File: src/rtl/flash_cmd_pkg.sv
package flash_cmd_pkg;
  localparam int ADDR_W   = 17;
  localparam int DATA_W   = 8;
  localparam int NUM_SECT = 7;
  localparam int KEY_W    = 11;

  localparam logic [KEY_W-1:0]  KEY_ADDR_A = 11'h555;
  localparam logic [KEY_W-1:0]  KEY_ADDR_B = 11'h2AA;
  localparam logic [DATA_W-1:0] KEY_DATA_A = 8'hAA;
  localparam logic [DATA_W-1:0] KEY_DATA_B = 8'h55;
  localparam logic [DATA_W-1:0] OP_RESET   = 8'hF0;
  localparam logic [DATA_W-1:0] OP_PROG    = 8'hA0;
  localparam logic [DATA_W-1:0] OP_ERSET   = 8'h80;
  localparam logic [DATA_W-1:0] OP_IDENT   = 8'h90;
  localparam logic [DATA_W-1:0] OP_CHIP    = 8'h10;
  localparam logic [DATA_W-1:0] OP_SECT    = 8'h30;
  localparam logic [DATA_W-1:0] OP_SUSP    = 8'hB0;
  localparam logic [DATA_W-1:0] ID_MFR     = 8'hC2;
  localparam logic [DATA_W-1:0] ID_DEV_TOP = 8'h18;
  localparam logic [DATA_W-1:0] ID_DEV_BOT = 8'h19;

  typedef enum logic [2:0] {
    M_READ  = 3'd0,
    M_ID    = 3'd1,
    M_PGM   = 3'd2,
    M_LOAD  = 3'd3,
    M_ERASE = 3'd4,
    M_SUSP  = 3'd5,
    M_SPGM  = 3'd6
  } mode_e;

  typedef enum logic [3:0] {
    S_READ, S_U1, S_U2, S_PARM, S_PGM, S_E0, S_E1, S_E2,
    S_LOAD, S_ERASE, S_SUSP, S_SU1, S_SU2, S_SARM, S_SPGM, S_ID
  } seq_e;

  // Start address of sector i in the top-boot layout; index NUM_SECT is the end.
  function automatic logic [ADDR_W:0] sect_base(input int idx);
    case (idx)
      0:       return 18'h00000;
      1:       return 18'h10000;
      2:       return 18'h18000;
      3:       return 18'h1A000;
      4:       return 18'h1C000;
      5:       return 18'h1D000;
      6:       return 18'h1E000;
      default: return 18'h20000;
    endcase
  endfunction
endpackage

File: src/rtl/flash_key_decode.sv
module flash_key_decode
  import flash_cmd_pkg::*;
(
  input  logic [KEY_W-1:0]  addr_lo,
  input  logic [DATA_W-1:0] data,
  output logic              key_a,
  output logic              key_b,
  output logic              at_a,
  output logic              op_reset,
  output logic              op_prog,
  output logic              op_erset,
  output logic              op_ident,
  output logic              op_chip,
  output logic              op_sect,
  output logic              op_susp
);
  assign at_a     = (addr_lo == KEY_ADDR_A);
  assign key_a    = at_a && (data == KEY_DATA_A);
  assign key_b    = (addr_lo == KEY_ADDR_B) && (data == KEY_DATA_B);
  assign op_reset = (data == OP_RESET);
  assign op_prog  = (data == OP_PROG);
  assign op_erset = (data == OP_ERSET);
  assign op_ident = (data == OP_IDENT);
  assign op_chip  = (data == OP_CHIP);
  assign op_sect  = (data == OP_SECT);
  assign op_susp  = (data == OP_SUSP);
endmodule

File: src/rtl/flash_sector_map.sv
module flash_sector_map
  import flash_cmd_pkg::*;
#(
  parameter bit BOTTOM_BOOT = 1'b0
) (
  input  logic [ADDR_W-1:0]   addr,
  output logic [NUM_SECT-1:0] sect_hit
);
  logic [ADDR_W-1:0]   a_eff;
  logic [NUM_SECT-1:0] hit_raw;

  assign a_eff = BOTTOM_BOOT ? ~addr : addr;

  for (genvar i = 0; i < NUM_SECT; i++) begin : g_range
    localparam logic [ADDR_W:0] LO = sect_base(i);
    localparam logic [ADDR_W:0] HI = sect_base(i + 1);
    assign hit_raw[i] = ({1'b0, a_eff} >= LO) && ({1'b0, a_eff} < HI);
  end

  if (BOTTOM_BOOT) begin : g_mirror
    for (genvar j = 0; j < NUM_SECT; j++) begin : g_flip
      assign sect_hit[j] = hit_raw[NUM_SECT-1-j];
    end
  end else begin : g_direct
    assign sect_hit = hit_raw;
  end
endmodule

File: src/rtl/flash_window_timer.sv
module flash_window_timer #(
  parameter int WINDOW_CYC = 20000
) (
  input  logic clk,
  input  logic rst_n,
  input  logic restart,
  input  logic run,
  output logic expired
);
  localparam int CW = $clog2(WINDOW_CYC + 1);
  localparam logic [CW-1:0] LIM = CW'(WINDOW_CYC - 1);

  logic [CW-1:0] cnt;

  always_ff @(posedge clk or negedge rst_n) begin
    if (!rst_n)               cnt <= '0;
    else if (restart)         cnt <= '0;
    else if (run && cnt != LIM) cnt <= cnt + 1'b1;
  end

  assign expired = run && !restart && (cnt == LIM);
endmodule

File: src/rtl/flash_cmd_decoder.sv
module flash_cmd_decoder
  import flash_cmd_pkg::*;
#(
  parameter bit BOTTOM_BOOT = 1'b0,
  parameter int WINDOW_CYC  = 20000
) (
  input  logic                clk,
  input  logic                rst_n,
  input  logic                wr_valid,
  output logic                wr_ready,
  input  logic [ADDR_W-1:0]   wr_addr,
  input  logic [DATA_W-1:0]   wr_data,
  input  logic [1:0]          id_addr,
  input  logic                prot_in,
  input  logic                ctl_done,
  output logic [2:0]          mode,
  output logic [DATA_W-1:0]   id_data,
  output logic                pgm_start,
  output logic [ADDR_W-1:0]   pgm_addr,
  output logic [DATA_W-1:0]   pgm_data,
  output logic                erase_start,
  output logic                erase_chip,
  output logic [NUM_SECT-1:0] sector_mask,
  output logic                suspend_req,
  output logic                resume_req
);
  localparam logic [DATA_W-1:0] DEV_CODE = BOTTOM_BOOT ? ID_DEV_BOT : ID_DEV_TOP;

  logic wr;
  logic key_a, key_b, at_a;
  logic op_reset, op_prog, op_erset, op_ident, op_chip, op_sect, op_susp;
  logic [NUM_SECT-1:0] hit;
  logic tmr_restart, tmr_expired;

  seq_e st, st_n;
  logic [NUM_SECT-1:0] mask_q, mask_n;
  logic chip_q, chip_n, pend_q, pend_n;
  logic [ADDR_W-1:0] pa_q, pa_n;
  logic [DATA_W-1:0] pd_q, pd_n;
  logic ps_n, es_n, ss_n, rs_n;
  logic ps_q, es_q, ss_q, rs_q;

  assign wr_ready = 1'b1;
  assign wr       = wr_valid;

  flash_key_decode u_keys (
    .addr_lo (wr_addr[KEY_W-1:0]),
    .data    (wr_data),
    .key_a   (key_a),
    .key_b   (key_b),
    .at_a    (at_a),
    .op_reset(op_reset),
    .op_prog (op_prog),
    .op_erset(op_erset),
    .op_ident(op_ident),
    .op_chip (op_chip),
    .op_sect (op_sect),
    .op_susp (op_susp)
  );

  flash_sector_map #(.BOTTOM_BOOT(BOTTOM_BOOT)) u_map (
    .addr    (wr_addr),
    .sect_hit(hit)
  );

  flash_window_timer #(.WINDOW_CYC(WINDOW_CYC)) u_win (
    .clk    (clk),
    .rst_n  (rst_n),
    .restart(tmr_restart),
    .run    (st == S_LOAD),
    .expired(tmr_expired)
  );

  always_comb begin
    st_n = st;  mask_n = mask_q;  chip_n = chip_q;  pend_n = pend_q;
    pa_n = pa_q;  pd_n = pd_q;
    ps_n = 1'b0;  es_n = 1'b0;  ss_n = 1'b0;  rs_n = 1'b0;
    tmr_restart = 1'b0;
    case (st)
      S_READ, S_ID: if (wr) st_n = key_a ? S_U1 : S_READ;
      S_U1:  if (wr) st_n = key_b ? S_U2 : S_READ;
      S_U2: if (wr) begin
        if (at_a && op_prog)       st_n = S_PARM;
        else if (at_a && op_erset) st_n = S_E0;
        else if (at_a && op_ident) st_n = S_ID;
        else                       st_n = S_READ;
      end
      S_PARM: if (wr) begin
        pa_n = wr_addr;  pd_n = wr_data;  ps_n = 1'b1;  st_n = S_PGM;
      end
      S_PGM:  if (ctl_done) st_n = S_READ;
      S_E0:  if (wr) st_n = key_a ? S_E1 : S_READ;
      S_E1:  if (wr) st_n = key_b ? S_E2 : S_READ;
      S_E2: if (wr) begin
        if (at_a && op_chip) begin
          mask_n = '1;  chip_n = 1'b1;  es_n = 1'b1;  st_n = S_ERASE;
        end else if (op_sect) begin
          mask_n = hit;  chip_n = 1'b0;  pend_n = 1'b0;
          tmr_restart = 1'b1;  st_n = S_LOAD;
        end else begin
          st_n = S_READ;
        end
      end
      S_LOAD: begin
        if (wr) begin
          if (op_sect) begin
            mask_n = mask_q | hit;  tmr_restart = 1'b1;
          end else if (op_susp) begin
            pend_n = 1'b1;  st_n = S_SUSP;
          end else begin
            mask_n = '0;  st_n = S_READ;
          end
        end else if (tmr_expired) begin
          es_n = 1'b1;  st_n = S_ERASE;
        end
      end
      S_ERASE: begin
        if (ctl_done) begin
          mask_n = '0;  chip_n = 1'b0;  st_n = S_READ;
        end else if (wr && op_susp) begin
          ss_n = 1'b1;  st_n = S_SUSP;
        end
      end
      S_SUSP: if (wr) begin
        if (op_sect) begin
          if (pend_q) begin
            es_n = 1'b1;  pend_n = 1'b0;
          end else begin
            rs_n = 1'b1;
          end
          st_n = S_ERASE;
        end else if (key_a) begin
          st_n = S_SU1;
        end
      end
      S_SU1: if (wr) st_n = key_b ? S_SU2 : S_SUSP;
      S_SU2: if (wr) st_n = (at_a && op_prog) ? S_SARM : S_SUSP;
      S_SARM: if (wr) begin
        if ((hit & mask_q) == '0) begin
          pa_n = wr_addr;  pd_n = wr_data;  ps_n = 1'b1;  st_n = S_SPGM;
        end else begin
          st_n = S_SUSP;
        end
      end
      S_SPGM: if (ctl_done) st_n = S_SUSP;
      default: st_n = S_READ;
    endcase
  end

  always_ff @(posedge clk or negedge rst_n) begin
    if (!rst_n) begin
      st <= S_READ;  mask_q <= '0;  chip_q <= 1'b0;  pend_q <= 1'b0;
      pa_q <= '0;  pd_q <= '0;
      ps_q <= 1'b0;  es_q <= 1'b0;  ss_q <= 1'b0;  rs_q <= 1'b0;
    end else begin
      st <= st_n;  mask_q <= mask_n;  chip_q <= chip_n;  pend_q <= pend_n;
      pa_q <= pa_n;  pd_q <= pd_n;
      ps_q <= ps_n;  es_q <= es_n;  ss_q <= ss_n;  rs_q <= rs_n;
    end
  end

  always_comb begin
    case (st)
      S_ID:                        mode = M_ID;
      S_PGM:                       mode = M_PGM;
      S_LOAD:                      mode = M_LOAD;
      S_ERASE:                     mode = M_ERASE;
      S_SUSP, S_SU1, S_SU2, S_SARM: mode = M_SUSP;
      S_SPGM:                      mode = M_SPGM;
      default:                     mode = M_READ;
    endcase
  end

  always_comb begin
    if (st != S_ID)      id_data = '0;
    else if (id_addr[1]) id_data = {{(DATA_W-1){1'b0}}, prot_in};
    else if (id_addr[0]) id_data = DEV_CODE;
    else                 id_data = ID_MFR;
  end

  assign pgm_start   = ps_q;
  assign pgm_addr    = pa_q;
  assign pgm_data    = pd_q;
  assign erase_start = es_q;
  assign erase_chip  = chip_q;
  assign sector_mask = mask_q;
  assign suspend_req = ss_q;
  assign resume_req  = rs_q;
endmodule

File: config.mk
export PLATFORM = sky130hd
export DESIGN_NAME = flash_cmd_decoder
export DESIGN_NICKNAME = d
export VERILOG_FILES = /design/src/rtl/flash_cmd_pkg.sv /design/src/rtl/flash_key_decode.sv /design/src/rtl/flash_sector_map.sv /design/src/rtl/flash_window_timer.sv /design/src/rtl/flash_cmd_decoder.sv
export SDC_FILE = /design/constraint.sdc
export NUM_CORES = 1
export LEC_CHECK = 0
export CORE_MARGIN = 5
export CORE_UTILIZATION = 38
export CTS_CLUSTER_SIZE = 12
export DETAILED_ROUTE_END_ITERATION = 12
export PLACE_DENSITY = 0.66
export SLEW_MARGIN = 20
export SYNTH_ARGS = -nofsm -noshare
export SYNTH_HDL_FRONTEND = slang
export SYNTH_SLANG_ARGS = --single-unit
File: constraint.sdc
create_clock -name clk -period 2 [get_ports clk]
set_input_delay 0.2 -clock clk [delete_from_list [all_inputs] [get_ports clk]]
set_output_delay 0.2 -clock clk [all_outputs]
set_load 0.02 [all_outputs]
== Yosys cells after proc, flatten, opt, wreduce, memory -nomap -nowiden ==
Memories as Yosys holds them, arrays and structs flattened.
Cells that the tools add are included.
Word-level totals
  ROM bits: 48
  flip-flop bits (word level): 57
  output and inout bits: 49
  memories: 1
Memory list
  (name not given): depth 16, width 3, rd ports 1, clocked after memory_dff 0, wr ports 0, line flash_cmd_decoder.sv:163  | case (st)
Operators by class
  $add $sub $neg: 1
  reductions and logical operators: 29
  muxes and demuxes: 92
  equality and inequality tests: 53
  order comparisons: 12
  bitwise operators: 2
Operators by type and width (count)
  4-bit 2-to-1 mux: 26
  17-bit greater-or-equal comparator, second input constant: 6
  17-bit less-than comparator, second input constant: 6
  4-bit case mux with 15 select lines: 1
  17-bit 2-to-1 mux: 3
  7-bit 2-to-1 mux: 7
  8-bit 2-to-1 mux: 6
  8-bit == test, second input constant: 5
  2-bit inequality test, second input constant: 19
  17-bit case mux with 2 select lines: 1
  1-bit 2-to-1 mux: 33
  4-bit == test, second input constant: 8
  15-bit 2-to-1 mux: 2
  7-bit case mux with 3 select lines: 1
  3-bit inequality test, second input constant: 6
  17-bit AND reduction: 1
  4-bit by 3-bit == test with 1-bit output, second input constant: 4
  8-bit case mux with 2 select lines: 1
  15-bit by 1-bit adder with 15-bit output, second input constant: 1
  15-bit == test, second input constant: 1
  1-bit logical AND: 15
  3-bit 2-to-1 mux: 5
  15-bit inequality test, second input constant: 1
  11-bit by 10-bit == test with 1-bit output, second input constant: 1
  other kinds (21): 29

== Longest topological paths before layout ==
  depth after elaboration: 11
  mapped depth: 8
  gate-level depth less buffers: 7

== Modules after synthesis ==
A second synthesis with hierarchy kept.
Second synthesis, totals
  cells, all modules: 344
  area, all modules: 3423.3 um^2
Modules (own cells, without submodules)
  flash_cmd_decoder: cells each 218, instances 1, area each 2323.5 um^2, sequential area each 1051.0 um^2
  flash_window_timer: cells each 87, instances 1, area each 824.5 um^2, sequential area each 375.4 um^2
  flash_key_decode: cells each 29, instances 1, area each 212.7 um^2, sequential area each 0.0 um^2
  flash_sector_map: cells each 10, instances 1, area each 62.6 um^2, sequential area each 0.0 um^2

== Worst setup path after synthesis ==
Ideal clock, no wire load.
  path kind: register to output
  start: register st[0]
  end: output port id_data[4]
  path slack: -0.122 ns
  data arrival time: 1.922 ns
  stages on the path, launching flop included: 6
  data required time: 1.800 ns
  buffers on the path: 3
  cells stage by stage: dfrtp_1 -> clkbuf_1 -> buf_2 -> nand4_1 -> nor3b_1 -> buf_4
Between the ends
  word-level cells in the longest chain between the ends: 2
RTL lines
  from (decl): line flash_cmd_decoder.sv:35  | seq_e st, st_n;
  from (signal assigned): line flash_cmd_decoder.sv:156  | st <= st_n; mask_q <= mask_n; chip_q <= chip_n; pend_q <= pend_n;
  4-bit inequality test: line flash_cmd_decoder.sv:175  | if (st != S_ID) id_data = '0;
  8-bit 2-to-1 mux: line flash_cmd_decoder.sv:175
  to (decl): line flash_cmd_decoder.sv:17  | output logic [DATA_W-1:0] id_data,
Every way passes these cells.

== Worst setup path after layout ==
  start: register u_win.cnt[6]
  end: register st[2]
Between the ends
  word-level cells in the longest chain between the ends: 4
RTL lines
  from (decl): line flash_window_timer.sv:13  | logic [CW-1:0] cnt;
  from (signal assigned): line flash_window_timer.sv:18  | else if (run && cnt != LIM) cnt <= cnt + 1'b1;
  15-bit == test: line flash_window_timer.sv:21  | assign expired = run && !restart && (cnt == LIM);
  1-bit logical AND: line flash_window_timer.sv:21
  3-bit inequality test (no line)
  17-bit AND reduction (no line)
Every way passes these cells.
A chain may end at the register's enable or synchronous reset.

==> results.toml <==
[drt]
first_iter_violations = 157
drc = 0
ant_nets = 0
drt_wl_total_mm = 10.2
wl_per_cell_um = 16.6
dr.pass1.iters = 4
vias_per_cell = 5.28
vias = 3238

[die]
rows = 34
dieArea_um2 = 10900
core_um2 = 8720
die_w_um = 105
die_y_um = 105
floorplan.initialDensity_pct = 39.0
io-pin-count = 81

[synthesis]
postSynth.asyncResetShare_pct = 100
ys_top_cells_by_area = "dfrtp_1 (42%), mux2_2 (8.6%), nor2_1 (4.1%)"
syn_area_per_cell_um2 = 9.88
synth_compound_gate_area_share_pct = 14.5
synthFlopType = "dfrtp_1"
post_synth_num_cell_types = 70
yosys.area_share.simple_pct = 24.4
synth_top_area_cell = "dfrtp_1"
synth_xor_area_share_pct = 4.38
synth_edf_count = 0
yosysSeqAreaShare_pct = 42.0
ys_seq_elements = 57
synth_top_cell_area_share_pct = 42.0
syn_inst = 344
synth_warnings = 0
synth_top_family_by_area = "simple AND/OR/NAND/NOR gates"
synthMuxAreaShare_pct = 9.50
synthesis.area_um2 = 3400
yosys.area_share.adder_pct = 0.368

[setup_path]
cpMaxStageDelayCell = "or4_4"
path_class = "reg -> reg"
worstPathArrival_ns = 2.28
cp-start-kind = "flip-flop"
worstPathRequired_ns = 2.19
cp_slowest_stage_delay_ns = 0.47
crit_start = "u_win.cnt[6]"
cp_max_fo = 7
cp-end-kind = "flip-flop"
cp-endpoint = "st[2]"
worst_r2r_startpoint = "u_win.cnt[6]"
cp_cell_sequence = "or3_1 -> or4_4 -> a22oi_2 -> o221ai_4 -> o21ba_4 -> o22ai_1"
worstRegToRegCells = 6
rr_endpoint = "st[2]"
reg2reg_slack_ns = -0.09

[sta]
finClkSkew_ns = 0.00992
hold_violations = 0
post-route-min-period_ns = 2.09
fmax_mhz = 478
fin_crit_sh_pct = 105
rsz0062_at_grt = "true"
tightest_slew_ns = 0.549
slew_viol_final = 0
setup_ws_ns = -0.0925
max_slew_margin_pct = 62.4
final-setup-viol-count = 4

[job]
max-cap-violations = 0

[outcome]
status = "finished, violations left"
violations = "setup timing"

[global_routing]
grt_pass1_vias = 3427
antenna_found_initial = 0
overflow = 0
grt_first_pass_wirelength_mm = 17.2
grt_max_degree = 27
grt_util_all_layers_pct = 18.8

[final_layout]
fin_nets = 533
stdcell_area_um2 = 5220
fin_util_pct = 59.9
drive_above_1_share_pct = 34.5
fillers = 745
syn2layout_area_growth_pct = 53.6
n_antenna_cell = 0

[clocking]
cts_max_path_buffers = 2
cts_buffers = 9
path_clk_slew_ns = 0.07
htreeDepth = 3
cts_tree = "yes"
clk_latency_ns = 0.34
numClockSinks = 57
clock-root-buffer = "clkbuf_8"

[placed_design]
placed_area_um2 = 4890
place_congestion = 0.934
post-dp-hpwl_mm = 7.88
portBuffers = 77

[power_and_ir_drop]
irDropWorstVdd_mv = 0.479
powerDensity_nw_per_um2 = 486
p_leak_uw = 0.00232

[min_path]
min_from = "wr_data[0]"
hp-class = "in -> reg"
==> logic make-up (layout without fill, tap and decap cells) <==
group | after synthesis | after routing
flops | 57 | 57
mux | 29 | 29
simple gates | 146 | 146
other cells | 2 | 3
compound gates | 65 | 65
buf+inv | 27 | 187
xor+xnor | 17 | 17
fa+ha+maj | 1 | 1
==> power breakdown <==
part / switching [uW] / internal, uW
Sequential: 12.6 / 1160
Clock: 521 / 459
Combinational: 184 / 197
==> flip-flops by register name (all words and copies together), names as in the netlist <==
register	flops
pgm_addr	17
u_win.cnt	15
pgm_data	8
sector_mask	7
st	4
erase_chip	1
erase_start	1
pend_q	1
pgm_start	1
resume_req	1
suspend_req	1
==> metal layers <==
metal  vias up  wire length (um)  part of all wire [%]  global-route usage [%]
li1       1573                 -                     -                       -
met1      1600              4340                    43                    23.6
met2        56              5390                    53                    33.3
met3         9               316                   3.1                    3.27
met4         0               117                   1.2                    5.46
met5         -                 0                     0                       0
==> area by class of cell <==
class	count	area, um2	share of cell area (%)
clock buffer	9	124	2.37
inverter	4	15.0	0.288
timing repair buffer	167	1490	28.5
sequential	57	1430	27.3
clock inverter	7	56.3	1.08
tap	108	135	2.59
multi-input combinational	261	1980	37.8
==> cells in the mapped netlist (4+ instances only) <==
cell type	count
nor2b_1	8
buf_4	7
xor2_1	10
nor3_1	10
nand2_1	24
dfrtp_1	57
nor2_1	37
nand4bb_1	4
buf_2	9
a22o_1	4
inv_1	4
o2111ai_1	4
nand4_1	6
o21ai_0	13
nand2b_1	5
and3_1	5
xnor2_1	7
nand3_1	15
nor4_1	4
nor3b_1	4
or3_1	4
mux2_2	26
a21oi_1	6
==> repair_timing <==
action                     in CTS  in global routing
gates resized for setup        32                 27
buffers inserted                1                  0
hold buffers                    1                  0
hold endpoints to repair       23                  0
pin swaps                       3                  9
setup endpoints to repair      51                 56
==> worst max-delay path: cells and delay by family (launching register included) <==
family / cells / cell delay [ns]
AND/OR/NAND/NOR: 2 / 0.86
AO/OA/AOI/OAI: 4 / 0.72
flip-flops: 1 / 0.37
==> layout by cell type, fill, tap and decap left out, types with 6 or more instances in the layout <==
cell type / count
a21oi_1: 6
buf_4: 83
clkbuf_8: 9
clkdlybuf4s50_1: 64
dfrtp_1: 57
mux2_2: 26
nand2_1: 23
nand3_1: 11
nand4_1: 6
nor2_1: 36
nor2b_1: 7
nor3_1: 9
o21ai_0: 10
xor2_1: 10
==> worst min-delay path by stage <==
stage / end / slack (ns) / cells past startpoint
4_1_cts: pgm_addr[3] / 0.39 / 2
3_3_place_gp: pgm_start / 0.21 / 1
3_5_place_dp: pgm_addr[13] / 0.22 / 1
2_1_floorplan: erase_chip / -0.1 / 0
6_report: pgm_data[0] / 0.29 / 2
5_1_grt: pgm_data[0] / 0.32 / 2
==> per-stage QoR <==
stage | setup TNS (ns) | hold WS, ns | total power, uW | instances | setup WS, ns
2_1_floorplan | -0.341 | -0.0956 | 1330 | 345 | -0.122
5_1_grt | -2.53 | 0.318 | 2660 | 613 | -0.166
3_3_place_gp | -13.14 | 0.212 | 1570 | 595 | -0.469
3_5_place_dp | -14.20 | 0.215 | 1570 | 595 | -0.448
6_report | -0.269 | 0.287 | 2540 | 613 | -0.0925
4_1_cts | -0.585 | 0.385 | 2570 | 613 | -0.0865
(Power assumes the default switching activity.)
